File: src/rtl/dp_alu_pkg.sv
// Shared opcode encoding and classification helpers for the data-processing ALU.
// Assumes a 5-bit opcode space with codes above ADR unused.
package dp_alu_pkg;
    localparam int OPW = 5;

    typedef enum logic [OPW-1:0] {
        OP_AND  = 5'd0,  OP_EOR  = 5'd1,  OP_SUB = 5'd2,  OP_RSB = 5'd3,
        OP_ADD  = 5'd4,  OP_ADC  = 5'd5,  OP_SBC = 5'd6,  OP_RSC = 5'd7,
        OP_TST  = 5'd8,  OP_TEQ  = 5'd9,  OP_CMP = 5'd10, OP_CMN = 5'd11,
        OP_ORR  = 5'd12, OP_MOV  = 5'd13, OP_BIC = 5'd14, OP_MVN = 5'd15,
        OP_ORN  = 5'd16, OP_MOVT = 5'd17, OP_ADR = 5'd18
    } alu_op_e;

    // Opcode lies in the defined range
    function automatic logic op_known(input logic [OPW-1:0] o);
        return o <= OP_ADR;
    endfunction

    // Opcode takes carry and overflow from the adder
    function automatic logic op_arith(input logic [OPW-1:0] o);
        return (o >= OP_SUB && o <= OP_RSC) || o == OP_CMP || o == OP_CMN;
    endfunction

    // Opcode result comes from the adder datapath (arith plus ADR)
    function automatic logic op_uses_adder(input logic [OPW-1:0] o);
        return op_arith(o) || o == OP_ADR;
    endfunction

    // Opcode updates flags only and writes no destination
    function automatic logic op_no_write(input logic [OPW-1:0] o);
        return o >= OP_TST && o <= OP_CMN;
    endfunction
endpackage

File: src/rtl/dp_alu_adder.sv
// One W+1-bit adder shared by every arithmetic form and the PC-relative address.
// Subtraction is an addition of an inverted operand with a carry-in, so carry
// and overflow always come from a single sum. Assumes W >= 3.
module dp_alu_adder #(
    parameter int W = 32
) (
    input  logic [dp_alu_pkg::OPW-1:0] op,
    input  logic [W-1:0]               opnd_a,
    input  logic [W-1:0]               opnd_b,
    input  logic [W-1:0]               pc,
    input  logic                       c_old,
    output logic [W-1:0]               sum,
    output logic                       c_out,
    output logic                       v_out
);
    import dp_alu_pkg::*;

    logic [W-1:0] add_x, add_y;
    logic         add_ci;
    logic [W:0]   wide;

    // Pick adder inputs and carry-in per operation
    always_comb begin
        add_x  = opnd_a;
        add_y  = opnd_b;
        add_ci = 1'b0;
        unique case (op)
            OP_ADD, OP_CMN: begin add_x = opnd_a; add_y = opnd_b;  add_ci = 1'b0;  end
            OP_ADC:         begin add_x = opnd_a; add_y = opnd_b;  add_ci = c_old; end
            OP_SUB, OP_CMP: begin add_x = opnd_a; add_y = ~opnd_b; add_ci = 1'b1;  end
            OP_SBC:         begin add_x = opnd_a; add_y = ~opnd_b; add_ci = c_old; end
            OP_RSB:         begin add_x = opnd_b; add_y = ~opnd_a; add_ci = 1'b1;  end
            OP_RSC:         begin add_x = opnd_b; add_y = ~opnd_a; add_ci = c_old; end
            OP_ADR: begin
                add_x  = {pc[W-1:2], 2'b00};
                add_y  = opnd_a[0] ? opnd_b : ~opnd_b;
                add_ci = ~opnd_a[0];
            end
            default: ;
        endcase
    end

    // Single wide sum and its signed-overflow indication
    always_comb begin
        wide  = {1'b0, add_x} + {1'b0, add_y} + {{W{1'b0}}, add_ci};
        sum   = wide[W-1:0];
        c_out = wide[W];
        v_out = (add_x[W-1] == add_y[W-1]) && (wide[W-1] != add_x[W-1]);
    end
endmodule

File: src/rtl/dp_alu_logic.sv
// Bitwise, move and move-top results. Assumes W is even.
module dp_alu_logic #(
    parameter int W = 32
) (
    input  logic [dp_alu_pkg::OPW-1:0] op,
    input  logic [W-1:0]               opnd_a,
    input  logic [W-1:0]               opnd_b,
    output logic [W-1:0]               res
);
    import dp_alu_pkg::*;
    localparam int HALF = W / 2;

    // Select the bitwise function
    always_comb begin
        unique case (op)
            OP_AND, OP_TST: res = opnd_a & opnd_b;
            OP_EOR, OP_TEQ: res = opnd_a ^ opnd_b;
            OP_ORR:         res = opnd_a | opnd_b;
            OP_ORN:         res = opnd_a | ~opnd_b;
            OP_BIC:         res = opnd_a & ~opnd_b;
            OP_MOV:         res = opnd_b;
            OP_MVN:         res = ~opnd_b;
            OP_MOVT:        res = {opnd_b[HALF-1:0], opnd_a[HALF-1:0]};
            default:        res = '0;
        endcase
    end
endmodule

File: src/rtl/dp_alu_flags.sv
// Builds the next status word: the top four bits are negative, zero, carry
// and overflow, and the rest pass through. Carry and overflow come from the
// adder for arithmetic operations and from the shifter/old value otherwise.
module dp_alu_flags #(
    parameter int W = 32
) (
    input  logic [W-1:0] res,
    input  logic         upd,
    input  logic         arith,
    input  logic         add_c,
    input  logic         add_v,
    input  logic         shift_c,
    input  logic [W-1:0] flags_in,
    output logic [W-1:0] flags_out
);
    localparam int BN = W - 1;
    localparam int BZ = W - 2;
    localparam int BC = W - 3;
    localparam int BV = W - 4;

    logic f_n, f_z, f_c, f_v;

    // Per-class flag sources
    always_comb begin
        f_n = res[BN];
        f_z = (res == '0);
        f_c = arith ? add_c : shift_c;
        f_v = arith ? add_v : flags_in[BV];
    end

    // Merge into status word or hold it
    always_comb begin
        flags_out = flags_in;
        if (upd) begin
            flags_out[BN] = f_n;
            flags_out[BZ] = f_z;
            flags_out[BC] = f_c;
            flags_out[BV] = f_v;
        end
    end
endmodule

File: src/rtl/dp_alu.sv
// Data-processing ALU top: routes operands to the adder or the logic unit,
// selects the result, derives the write-enable and the flag update.
// Purely combinational; assumes operand 2 is already shifted upstream.
module dp_alu #(
    parameter int W = 32
) (
    input  logic [4:0]   op,
    input  logic [W-1:0] opnd_a,
    input  logic [W-1:0] opnd_b,
    input  logic         shift_cout,
    input  logic [W-1:0] flags_in,
    input  logic         set_flags,
    input  logic [W-1:0] pc,
    output logic [W-1:0] result,
    output logic         wr_en,
    output logic [W-1:0] flags_out
);
    import dp_alu_pkg::*;
    localparam int BZ = W - 2;
    localparam int BC = W - 3;
    localparam int BV = W - 4;

    logic [W-1:0] add_sum, log_res;
    logic         add_c, add_v;
    logic         known, arith, via_adder, quiet;

    dp_alu_adder #(.W(W)) u_adder (
        .op(op), .opnd_a(opnd_a), .opnd_b(opnd_b), .pc(pc),
        .c_old(flags_in[BC]), .sum(add_sum), .c_out(add_c), .v_out(add_v)
    );

    dp_alu_logic #(.W(W)) u_logic (
        .op(op), .opnd_a(opnd_a), .opnd_b(opnd_b), .res(log_res)
    );

    // Classify the opcode
    always_comb begin
        known     = op_known(op);
        arith     = op_arith(op);
        via_adder = op_uses_adder(op);
        quiet     = op_no_write(op);
    end

    // Result select and destination write-enable
    always_comb begin
        if (!known)         result = '0;
        else if (via_adder) result = add_sum;
        else                result = log_res;
        wr_en = known && !quiet;
    end

    dp_alu_flags #(.W(W)) u_flags (
        .res(result), .upd(set_flags && known), .arith(arith),
        .add_c(add_c), .add_v(add_v), .shift_c(shift_cout),
        .flags_in(flags_in), .flags_out(flags_out)
    );

    // Output consistency checks
    always_comb begin
        AST_LOW_PASS: assert (flags_out[BV-1:0] == flags_in[BV-1:0]) else $error("low status bits changed");
        AST_ZERO_FLAG: assert (!(set_flags && known) || (flags_out[BZ] == (result == '0))) else $error("zero flag mismatch");
        AST_HOLD_FLAGS: assert (set_flags || flags_out == flags_in) else $error("flags moved without set_flags");
        AST_KEEP_V: assert (!(set_flags && known && !arith) || flags_out[BV] == flags_in[BV]) else $error("logical op changed V");
        AST_NO_WRITE: assert (!quiet || !wr_en) else $error("compare/test wrote");
        AST_UNUSED_INERT: assert (known || (!wr_en && result == '0 && flags_out == flags_in)) else $error("unused opcode active");
    end
endmodule

File: config.mk
export PLATFORM = sky130hd
export DESIGN_NAME = dp_alu
export DESIGN_NICKNAME = d
export VERILOG_FILES = /design/src/rtl/dp_alu_pkg.sv /design/src/rtl/dp_alu_adder.sv /design/src/rtl/dp_alu_logic.sv /design/src/rtl/dp_alu_flags.sv /design/src/rtl/dp_alu.sv
export SDC_FILE = /design/constraint.sdc
export NUM_CORES = 1
export LEC_CHECK = 0
export ABC_AREA = 1
export BUFFER_PORTS_ARGS = -buffer_cell sky130_fd_sc_hd__buf_2
export CAP_MARGIN = 10
export CORE_MARGIN = 2
export CORE_UTILIZATION = 45
export DETAILED_ROUTE_END_ITERATION = 8
export GPL_TIMING_DRIVEN = 1
export MAX_ROUTING_LAYER = met4
export PLACE_DENSITY_LB_ADDON = 0.15
export SYNTH_ARGS = -nofsm -noshare
export SYNTH_HDL_FRONTEND = slang
export SYNTH_SLANG_ARGS = --single-unit
File: constraint.sdc
create_clock -name vclk -period 6.1
set_input_delay 0.61 -clock vclk [all_inputs]
set_output_delay 0.61 -clock vclk [all_outputs]
set_load 0.02 [all_outputs]
== Word level (Yosys, flattened, before mapping) ==
Cells that the tools add are included.
Operators by class
  $add $sub $neg: 2
  order comparisons: 5
  equality and inequality tests: 19
  mux-type cells: 10
  bitwise logic cells: 8
  reduce and logical (&&, ||, !) cells: 17
Operators by type and width (count)
  $pmux W32 S8: 1
  $mux W32: 3
  $pmux W32 S3: 1
  $and A32 B32 Y32: 2
  $not A32 Y32: 2
  $or A32 B32 Y32: 2
  $pmux W32 S2: 1
  $eq A5 B4 Y1 const B: 8
  $add A32 B32 Y33: 1
  $add A33 B1 Y33: 1
  $logic_not A32 Y1: 1
  $xor A32 B32 Y32: 1
  $eq A5 B3 Y1 const B: 3
  $eq A5 B5 Y1 const B: 3
  $eq A5 B2 Y1 const B: 2
  $reduce_or A3 Y1: 3
  $reduce_or A2 Y1: 3
  $eq A5 B1 Y1 const B: 1
  $ge A5 B2 Y1 const B: 1
  $ge A5 B4 Y1 const B: 1
  $le A5 B3 Y1 const B: 1
  $le A5 B4 Y1 const B: 1
  $le A5 B5 Y1 const B: 1
  $logic_and A1 B1 Y1: 5
  9 further kinds: 12
Word-level totals
  register bits after elaboration: 0
  bits of input ports: 135
  output and inout bits: 65
  word-level logic and storage cells: 61

== Logic depth before layout (Yosys ltp) ==
Gate-level depths: netlist (run 1).
  depth in word-level cells: 9
  depth in mapped cells: 29
  mapped depth without buffers: 27

== Cells and area by module ==
Synthesis (run 1) repeated with hierarchy kept, for this count alone.
Unflattened totals
  cell total of the unflattened synthesis: 1485
  area total of the unflattened synthesis: 7065.5 um^2
By module, submodules not included
  dp_alu_adder: times used 1, cells each 670, area each 3417.0 um^2, seq. area each 0.0 um^2
  dp_alu_logic: times used 1, cells each 553, area each 2377.3 um^2, seq. area each 0.0 um^2
  dp_alu: times used 1, cells each 194, area each 880.8 um^2, seq. area each 0.0 um^2
  dp_alu_flags: times used 1, cells each 68, area each 390.4 um^2, seq. area each 0.0 um^2

== Least setup slack after synthesis (run 1) ==
Ideal clock, no wire load.
  kind: input to output
  start point: input port op[1]
  end point: output port flags_out[30]
  arrival time: 3.887 ns
  required time: 5.490 ns
  path slack: 1.603 ns
  stages: 24
  path buffers: 3
  path through: buf_2 -> nand2_1 -> inv_1 -> nand2_1 -> clkbuf_1 -> clkbuf_1 -> o22ai_1 -> fa_1 -> fa_1 -> nand3_1 -> nand3_1 -> nand2_1 -> nand2_1 -> nand2_1 -> nand3b_1 -> nand3_1 -> nand2_1 -> nor2_1 -> nand2_1 -> nor2_1 -> nand2_1 -> nor2_1 -> nand2_1 -> nand2_1
On the way
  cells in the longest elaborated chain, start to end: 9
RTL lines
  from (decl): RTL line dp_alu.sv:7  | input logic [4:0] op,
  $eq A5 B4 Y1, or another cell as far along: RTL line dp_alu_pkg.sv:21, dp_alu_adder.sv:27
  $reduce_or A3 Y1 (no line), or another cell as far along
  $pmux W32 S3, or another cell as far along: RTL line dp_alu_adder.sv:27  | unique case (op)
  $add A32 B32 Y33 / $logic_or A1 B1 Y1 (equally long branches): RTL line dp_alu_adder.sv:45, dp_alu_pkg.sv:21
  $add A33 B1 Y33 / $logic_or A1 B1 Y1 (equally long branches): RTL line dp_alu_adder.sv:45, dp_alu_pkg.sv:26
  $mux W32: RTL line dp_alu.sv:47  | else if (via_adder) result = add_sum;
  $mux W32 *: RTL line dp_alu.sv:46  | if (!known) result = '0;
  net result[14]: RTL line dp_alu.sv:14  | output logic [W-1:0] result,
  $logic_not A32 Y1 *: RTL line dp_alu_flags.sv:26  | f_z = (res == '0);
  $mux W4 *: RTL line dp_alu_flags.sv:34  | if (upd) begin
  to (decl): RTL line dp_alu.sv:16  | output logic [W-1:0] flags_out
Mark *: on every way through the listed nets, which the timed path passes. The rest lies on a longest branch.

== Worst setup path after layout (run 1) ==
  start point: input port op[1]
  end point: output port flags_out[30]
On the way
  cells in the longest elaborated chain, start to end: 9
RTL lines (RTL line)
  $eq A5 B4 Y1, or another cell as far along: dp_alu_pkg.sv:21, dp_alu_adder.sv:27
  $reduce_or A3 Y1 (no line), or another cell as far along
  $pmux W32 S3, or another cell as far along: dp_alu_adder.sv:27
  $add A32 B32 Y33 / $logic_or A1 B1 Y1 (equally long branches): dp_alu_adder.sv:45, dp_alu_pkg.sv:21
  $add A33 B1 Y33 / $logic_or A1 B1 Y1 (equally long branches): dp_alu_adder.sv:45, dp_alu_pkg.sv:26
  $mux W32: dp_alu.sv:47
  $mux W32: dp_alu.sv:46
  $logic_not A32 Y1: dp_alu_flags.sv:26
  $mux W4 *: dp_alu_flags.sv:34
Mark *: on every way between the ends. The rest lies on a longest branch, timed or not.

==> run_results.csv, run 1 <==
group,metric,value,unit
floorplanning,io_pins,200,
yosys,synth_area,6270,um^2
critical_path,crit_slowest_cell,"fa_1",
layout,nClkBuffers,0,
clocking,cts_resized,0,
floorplanning,num_rows,43,
yosys,yosysMostFrequentCell,"nand2_1",
layout,diodes,0,
hold_path,hp-class,"input port to output pin",
clocking,cts_setup_buffers,0,
floorplanning,core_area,13700,um^2
critical_path,path_common_cell,"nand2_1",
detailed_routing,wl,26.7,mm
detailed_routing,drc,0,
yosys,synth_top_area_share,26.4,%
placement,io_buffers,142,
pwr,power_frac_comb,100.0,%
detailed_routing,first_pass_iters,7,
layout,seq_cells,0,
layout,drive_gt1_share,12.4,%
sta,fin_crit_sh,84.9,%
pwr,p_leak,0.00409,uW
pwr,sw_frac_of_total,68.3,%
sta,tightest_slew,1.16,ns
status,status,"complete, no violations",
yosys,synth-warning-count,0,
pwr,p_seq_share,0,%
yosys,yosysSeqAreaShare,0,%
yosys,syn_nets,1480,
clocking,hold_buffers,0,
sta,fin_crit,5.18,ns
pwr,p_per_area,123,nW/um^2
pwr,peakVddDrop,0.0675,mV
critical_path,cp.depth,25,
sta,clock.fmax,193,MHz
detailed_routing,vias,8823,
yosys,syn_inst,1312,
yosys,synthDistinctLibCells,39,
yosys,yosys.area.top_type,"nand2_1",
grt,grt_pass1_wl,40.6,mm
pwr,intPower,269,uW
placement,routabilityCongestion,1.00,
pwr,p_sw,580,uW
critical_path,critPathLaunch,"op[1]",
detailed_routing,vias_per_cell,5.60,
sta,grt_setup_unrepaired,"no",
critical_path,required,5.49,ns
sta,relSlewSlack,22.5,%
yosys,synthTopCellsByArea,"nand2_1, inv_1, o21ai_0",
detailed_routing,wl_per_cell,16.9,um
sta,whs,1.22,ns
layout,nets,1566,
sta,finalSetupTns,0,ns
pwr,clkPwrFrac,0,%
critical_path,path_delay_family,"simple AND/OR/NAND/NOR gates",
layout,seqCellArea,0,um^2
layout,utilization,50.3,%
floorplanning,die_width,122,um
critical_path,critPathArrivalTime,4.57,ns
sta,drv_slew,0,
placement,place.detailed.hpwl,21.3,mm
sta,worst_slack,0.922,ns
placement,preCtsSetupSlack,1.03,ns
critical_path,setup.worst_path.start_class,"input port",
pwr,finalPower,849,uW
sta,setup_viol,0,
critical_path,critical_path_class,"input port to output pin",
detailed_routing,drtIter0Drc,1311,
floorplanning,dieHeight,122,um
job,max-cap-violations,0,
detailed_routing,detail-route-antenna-nets,0,
grt,grt_max_degree,62,
grt,first_global_vias,7711,
critical_path,cp_slowest_stage_delay,0.57,ns
critical_path,cp_max_fo,8,
yosys,yosys-top-cells-count,"nand2_1, inv_1, o21ai_0, nor2_1, nand3_1",
floorplanning,initial_core_util,45.7,%
floorplanning,dieArea,14900,um^2
sta,hold_viol_final,0,
critical_path,end_kind,"output pin",
critical_path,cp-endpoint,"flags_out[30]",
grt,gr-usage-all-layers,35.8,%
yosys,syn_area_per_cell,4.78,um^2
critical_path,crit_buf_inv,4,
grt,overflow,0,
layout,area_growth,10.1,%
grt,grt_antenna_before_repair,0,
worst min path at each step:
stage	startpoint	end	slack (ns)	cells after the start
2_1_floorplan	flags_in[0]	flags_out[0]	1.33	1
3_3_place_gp	flags_in[17]	flags_out[17]	1.22	0
3_5_place_dp	flags_in[17]	flags_out[17]	1.22	0
4_1_cts	flags_in[17]	flags_out[17]	1.22	0
5_1_grt	flags_in[16]	flags_out[16]	1.22	0
6_report	flags_in[10]	flags_out[10]	1.22	0
cell families after synthesis:
| logic type | Yosys count | synth area share (%) |
|---|---|---|
| XOR/XNOR | 5 | 0.699 |
| buffers and inverters | 330 | 21.9 |
| AO/OA/AOI/OAI | 288 | 27.7 |
| AND/OR/NAND/NOR | 656 | 42.8 |
| adder cells (fa/ha/maj) | 33 | 6.83 |
stage by stage:
step,cell area (um^2),instances
final,6900,1576
after global routing,6900,1576
after CTS,6900,1576
after detailed placement,6900,1576
after global placement,6900,1576
after floorplan,6270,1312
power groups by stage:
stage | Sequential [uW] | Combinational [uW] | Clock [uW]
floorplan | 0 | 585 | 0
global placement | 0 | 822 | 0
detailed placement | 0 | 827 | 0
CTS | 0 | 830 | 0
global route | 0 | 943 | 0
finish | 0 | 849 | 0
layout make-up:
class                      count  area, um^2
multi-input combinational    982        4890
timing repair buffer         152         798
fill                        1613        6820
inverter                     262         983
tap                          180         225
per-layer routing:
layer / vias up / GRT usage [%] / part of all wire (%)
li1: 4362 / - / -
met1: 3888 / 48.8 / 42
met4: 0 / 10.4 / 3.2
met2: 511 / 53.8 / 42
met5: - / - / 0
met3: 62 / 6.46 / 12
cells in the final DEF (no fill, tap or decap), drive strengths merged:
master,count
o21ai,119
or2,2
o221ai,4
nand3b,4
o211ai,58
o21bai,4
xor2,3
clkinv,1
nand2,444
o22ai,3
a31oi,2
nand3,75
xnor2,2
o2111ai,10
fa,2
and3,1
a221oi,2
a21o,2
and2,1
buf,152
nand4,13
a21oi,56
nor3b,1
nor2,107
o31ai,1
nor3,8
a22oi,27
inv,261
ha,31
(Power assumes the default switching activity.)
==> inputs of run 2 (changes only) <==
clock period = 5.19 ns   (was 6.1 ns; I/O delays follow)
==> run 2 against run 1 <==
Compared with the run above:
- cell area up 0.83%
- flip-flop and latch count unchanged
- sequential share of layout area unchanged
- utilization up 0.42 points
- critical path type unchanged
- total power up 19%
- largest cell class unchanged
- routed wire length up 3.3%
- via count about the same
- critical path depth up 3
- global-route usage up 1.2 points
- critical endpoint unchanged
- clock-buffer cell count unchanged
==> run_results.csv, run 2 (same netlist as run 1, synthesis figures left out) <==
group,metric,value,unit
grt,overflow,0,
clocking,cts_resized,0,
sta,grt_setup_unrepaired,"no",
layout,final_cell_mix,"nand2_1, inv_1, buf_2, o21ai_0, nor2_1",
layout,utilization,50.7,%
layout,seq_cells,0,
detailed_routing,vias_per_cell,5.59,
hold_path,hp-class,"input port to output pin",
placement,place.detailed.hpwl,21.9,mm
detailed_routing,wl,27.6,mm
grt,grt_antenna_before_repair,0,
layout,nets,1568,
hold_path,hold_path_end,"flags_out[10]",
critical_path,cp_max_fo,18,
grt,grt_pass1_wl,41.6,mm
critical_path,critical_path_class,"input port to output pin",
sta,hold_viol_final,0,
detailed_routing,vias,8819,
clocking,cts_setup_buffers,0,
layout,seqCellArea,0,um^2
layout,final_common_cell,"nand2_1",
sta,fin_crit_sh,91.9,%
floorplanning,initial_core_util,45.7,%
sta,finalSetupTns,0,ns
floorplanning,dieArea,14900,um^2
status,status,"complete, no violations",
floorplanning,core_area,13700,um^2
pwr,p_per_area,145,nW/um^2
hold_path,hold_depth,0,
sta,whs,1.04,ns
detailed_routing,detail-route-antenna-nets,0,
detailed_routing,drtIter0Drc,824,
floorplanning,die_width,122,um
critical_path,critPathArrivalTime,4.25,ns
sta,fin_crit,4.77,ns
detailed_routing,wl_per_cell,17.5,um
critical_path,setup.worst_path.start_class,"input port",
hold_path,worstHoldStart,"flags_in[10]",
placement,io_buffers,142,
layout,nClkBuffers,0,
pwr,p_leak,0.00411,uW
grt,first_global_vias,7741,
clocking,hold_buffers,0,
sta,setup_viol,0,
pwr,peakVddDrop,0.0807,mV
critical_path,required,4.67,ns
layout,drive_gt1_share,12.9,%
sta,tightest_slew,1.00,ns
critical_path,end_kind,"output pin",
detailed_routing,drc,0,
sta,drv_slew,0,
layout,fillers,1606,
layout,multi_input_area,4910,um^2
grt,gr-usage-all-layers,37.0,%
layout,area_growth,11.0,%
floorplanning,dieHeight,122,um
floorplanning,io_pins,200,
layout,diodes,0,
floorplanning,num_rows,43,
sta,relSlewSlack,33.2,%
job,max-cap-violations,0,
grt,grt_max_degree,62,
detailed_routing,first_pass_iters,6,
placement,routabilityCongestion,1.05,
pwr,finalPower,1010,uW
sta,clock.fmax,210,MHz
[run 2: cell types whose count changed in the layout (fill, tap and decap cells not counted), sizes merged]
cell    previous run  this run
buf              152       153
clkbuf             0         1
[run 2: final cells by class]
| type | count | area share (%) |
|---|---|---|
| multi-input combinational | 982 | 70.5 |
| inverter | 262 | 14.1 |
| timing repair buffer | 154 | 12.1 |
| tap | 180 | 3.24 |
[run 2: report_power, final]
part           switching (uW)  internal, uW  leakage (uW)  total [uW]
registers                   0             0             0           0
clock network               0             0             0           0
logic                     688           319       0.00411        1010
total                     688           319       0.00411        1010
[run 2: metal layers]
metal	vias up	global-route usage, %	wire length [um]
met3	52	7.77	3080
li1	4362	-	-
met5	-	-	0
met4	0	9.41	817
met2	444	56.0	11700
met1	3961	49.9	12000
[run 2: worst max-delay path, stage by stage]
cell     delay [ns]
buf_2          0.16
nand2_1        0.13
inv_1          0.06
nand2_1        0.18
inv_2          0.06
nor2_1         0.18
nand2_1        0.09
o21ai_0        0.08
inv_1          0.08
buf_4          0.21
o21ai_0        0.30
ha_1           0.37
a21oi_1        0.24
nand2_1        0.10
nand2_1        0.06
nand2_1        0.05
a21oi_1        0.37
nand2_1        0.17
nand2_1        0.09
nand3_1        0.06
nand2_1        0.14
nand2_1        0.06
nor2_1         0.08
nand2_1        0.07
nor2_1         0.08
nand2_1        0.06
nand2_1        0.05
buf_2          0.15
[run 2: stage by stage]
step	cell area [um^2]	setup slack (ns)	cells
after floorplan	6270	0.875	1312
after global placement	6920	0.292	1577
after detailed placement	6920	0.339	1577
after CTS	6920	0.322	1577
after global routing	6960	0.00176	1578
final	6960	0.420	1578
[run 2: worst max path at each step]
stage          slack (ns)  depth (start not counted)            end   from
5_1_grt             0.002                         30  flags_out[30]  op[1]
4_1_cts              0.32                         26  flags_out[30]  op[1]
2_1_floorplan        0.87                         24  flags_out[30]  op[1]
6_report             0.42                         28  flags_out[30]  op[1]
3_5_place_dp         0.34                         26  flags_out[30]  op[1]
3_3_place_gp         0.29                         27  flags_out[30]  op[1]
==> inputs of run 3 (changes only) <==
==> constraint.sdc (replaced) <==
create_clock -name vclk -period 5.19
set_input_delay 0.2595 -clock vclk [all_inputs]
set_output_delay 0.2595 -clock vclk [all_outputs]
set_load 0.02 [all_outputs]
==> run 3 against run 2 <==
Compared with the run above:
- worst hold slack worse by 0.52 ns
- clock-buffer cell count stayed put
- utilization is 0.29 points lower
- non-clock buffer count is 2 higher
- global-route usage is 0.95 points lower
- largest power group unchanged
- via count is 0.18% lower
- first-iteration DRC count is 66% higher
==> run_results.csv, run 3 (same netlist as run 1, synthesis figures left out) <==
group,metric,value,unit
layout,drive_gt1_share,12.6,%
detailed_routing,drc,0,
sta,drv_slew,0,
grt,grt_pass1_wl,40.6,mm
floorplanning,num_rows,43,
layout,area_growth,10.4,%
layout,diodes,0,
detailed_routing,vias,8803,
critical_path,setup.worst_path.start_class,"input port",
status,status,"complete, no violations",
grt,overflow,0,
placement,place.detailed.hpwl,21.4,mm
floorplanning,io_pins,200,
layout,final_common_cell,"nand2_1",
floorplanning,initial_core_util,45.7,%
detailed_routing,first_pass_iters,6,
clocking,cts_resized,0,
layout,final_cell_mix,"nand2_1, inv_1, buf_2, o21ai_0, nor2_1",
sta,setup_viol,0,
critical_path,cp-endpoint,"flags_out[30]",
floorplanning,dieArea,14900,um^2
layout,nClkBuffers,0,
critical_path,required,4.93,ns
critical_path,crit_slowest_cell,"fa_1",
critical_path,end_kind,"output pin",
pwr,p_leak,0.00411,uW
clocking,cts_setup_buffers,0,
placement,io_buffers,142,
detailed_routing,wl,26.8,mm
clocking,hold_buffers,0,
layout,seq_cells,0,
sta,hold_viol_final,0,
layout,finalNonFillerCells,1580,
detailed_routing,vias_per_cell,5.57,
critical_path,critPathLaunch,"op[1]",
pwr,peakVddDrop,0.0686,mV
sta,fin_crit,4.64,ns
critical_path,path_common_cell,"nand2_1",
floorplanning,die_width,122,um
hold_path,hp-class,"input port to output pin",
sta,tightest_slew,1.11,ns
pwr,p_per_area,144,nW/um^2
floorplanning,core_area,13700,um^2
sta,clock.fmax,215,MHz
layout,seqCellArea,0,um^2
job,max-cap-violations,0,
sta,grt_setup_unrepaired,"no",
critical_path,cp_slowest_stage_delay,0.56,ns
sta,finalSetupTns,0,ns
grt,first_global_vias,7513,
detailed_routing,drtIter0Drc,1368,
critical_path,critPathArrivalTime,4.38,ns
sta,relSlewSlack,25.8,%
detailed_routing,detail-route-antenna-nets,0,
layout,nets,1570,
grt,grt_antenna_before_repair,0,
sta,fin_crit_sh,89.4,%
placement,routabilityCongestion,1.04,
placement,placed_cells,1580,
detailed_routing,wl_per_cell,17.0,um
grt,grt_max_degree,37,
critical_path,cp_max_fo,15,
critical_path,critical_path_class,"input port to output pin",
floorplanning,dieHeight,122,um
grt,gr-usage-all-layers,36.0,%
[run 3: changes by cell type in the layout (fill, tap and decap cells not counted), sizes merged]
cell / previous run / this run
buf: 153 / 156
clkbuf: 1 / 0
[run 3: how the worst min path moves through the flow]
stage | from | endpoint | slack [ns] | cells after the start
global placement | flags_in[17] | flags_out[17] | 0.52 | 0
global route | flags_in[16] | flags_out[16] | 0.52 | 0
detailed placement | flags_in[17] | flags_out[17] | 0.52 | 0
finish | flags_in[10] | flags_out[10] | 0.52 | 0
floorplan | flags_in[0] | flags_out[0] | 0.63 | 1
CTS | flags_in[17] | flags_out[17] | 0.52 | 0
[run 3: report_power, final]
part           leakage [uW]  switching (uW)  internal, uW  total [uW]
Clock                     0               0             0           0
Sequential                0               0             0           0
Combinational       0.00411             682           318        1000
[run 3: critical path: cells and delay by family]
family / cells / cell delay, ns
AND/OR/NAND/NOR: 17 / 2.23
adder cells (fa/ha/maj): 2 / 1.05
buffers and inverters: 4 / 0.43
AO/OA/AOI/OAI: 2 / 0.41
[run 3: final cells by class]
cell class,instances,area [um^2]
multi-input cells,982,4890
repair buffers,156,816
inverters,262,983
fillers,1618,6800
well taps,180,225
[run 3: metal layers]
metal  routed length (um)  GRT usage (%)  up-vias  part of all wire, %
li1                     -              -     4365                    -
met1                11100           49.2     3866                   42
met2                11100           53.4      509                   42
met3                 3700           7.72       63                   14
met4                  849           9.77        0                  3.2
met5                    0              -        -                    0
[run 3: stage by stage]
stage	cell area (um^2)	hold WS, ns	worst slack [ns]	utilization, %	total power [uW]
after floorplan	6270	0.632	1.39	-	688
after global placement	6920	0.519	0.665	50.4	969
after detailed placement	6920	0.519	0.666	50.4	974
after CTS	6920	0.519	0.654	50.4	978
after global routing	6920	0.519	0.206	50.4	1120
final	6920	0.519	0.549	50.4	1000
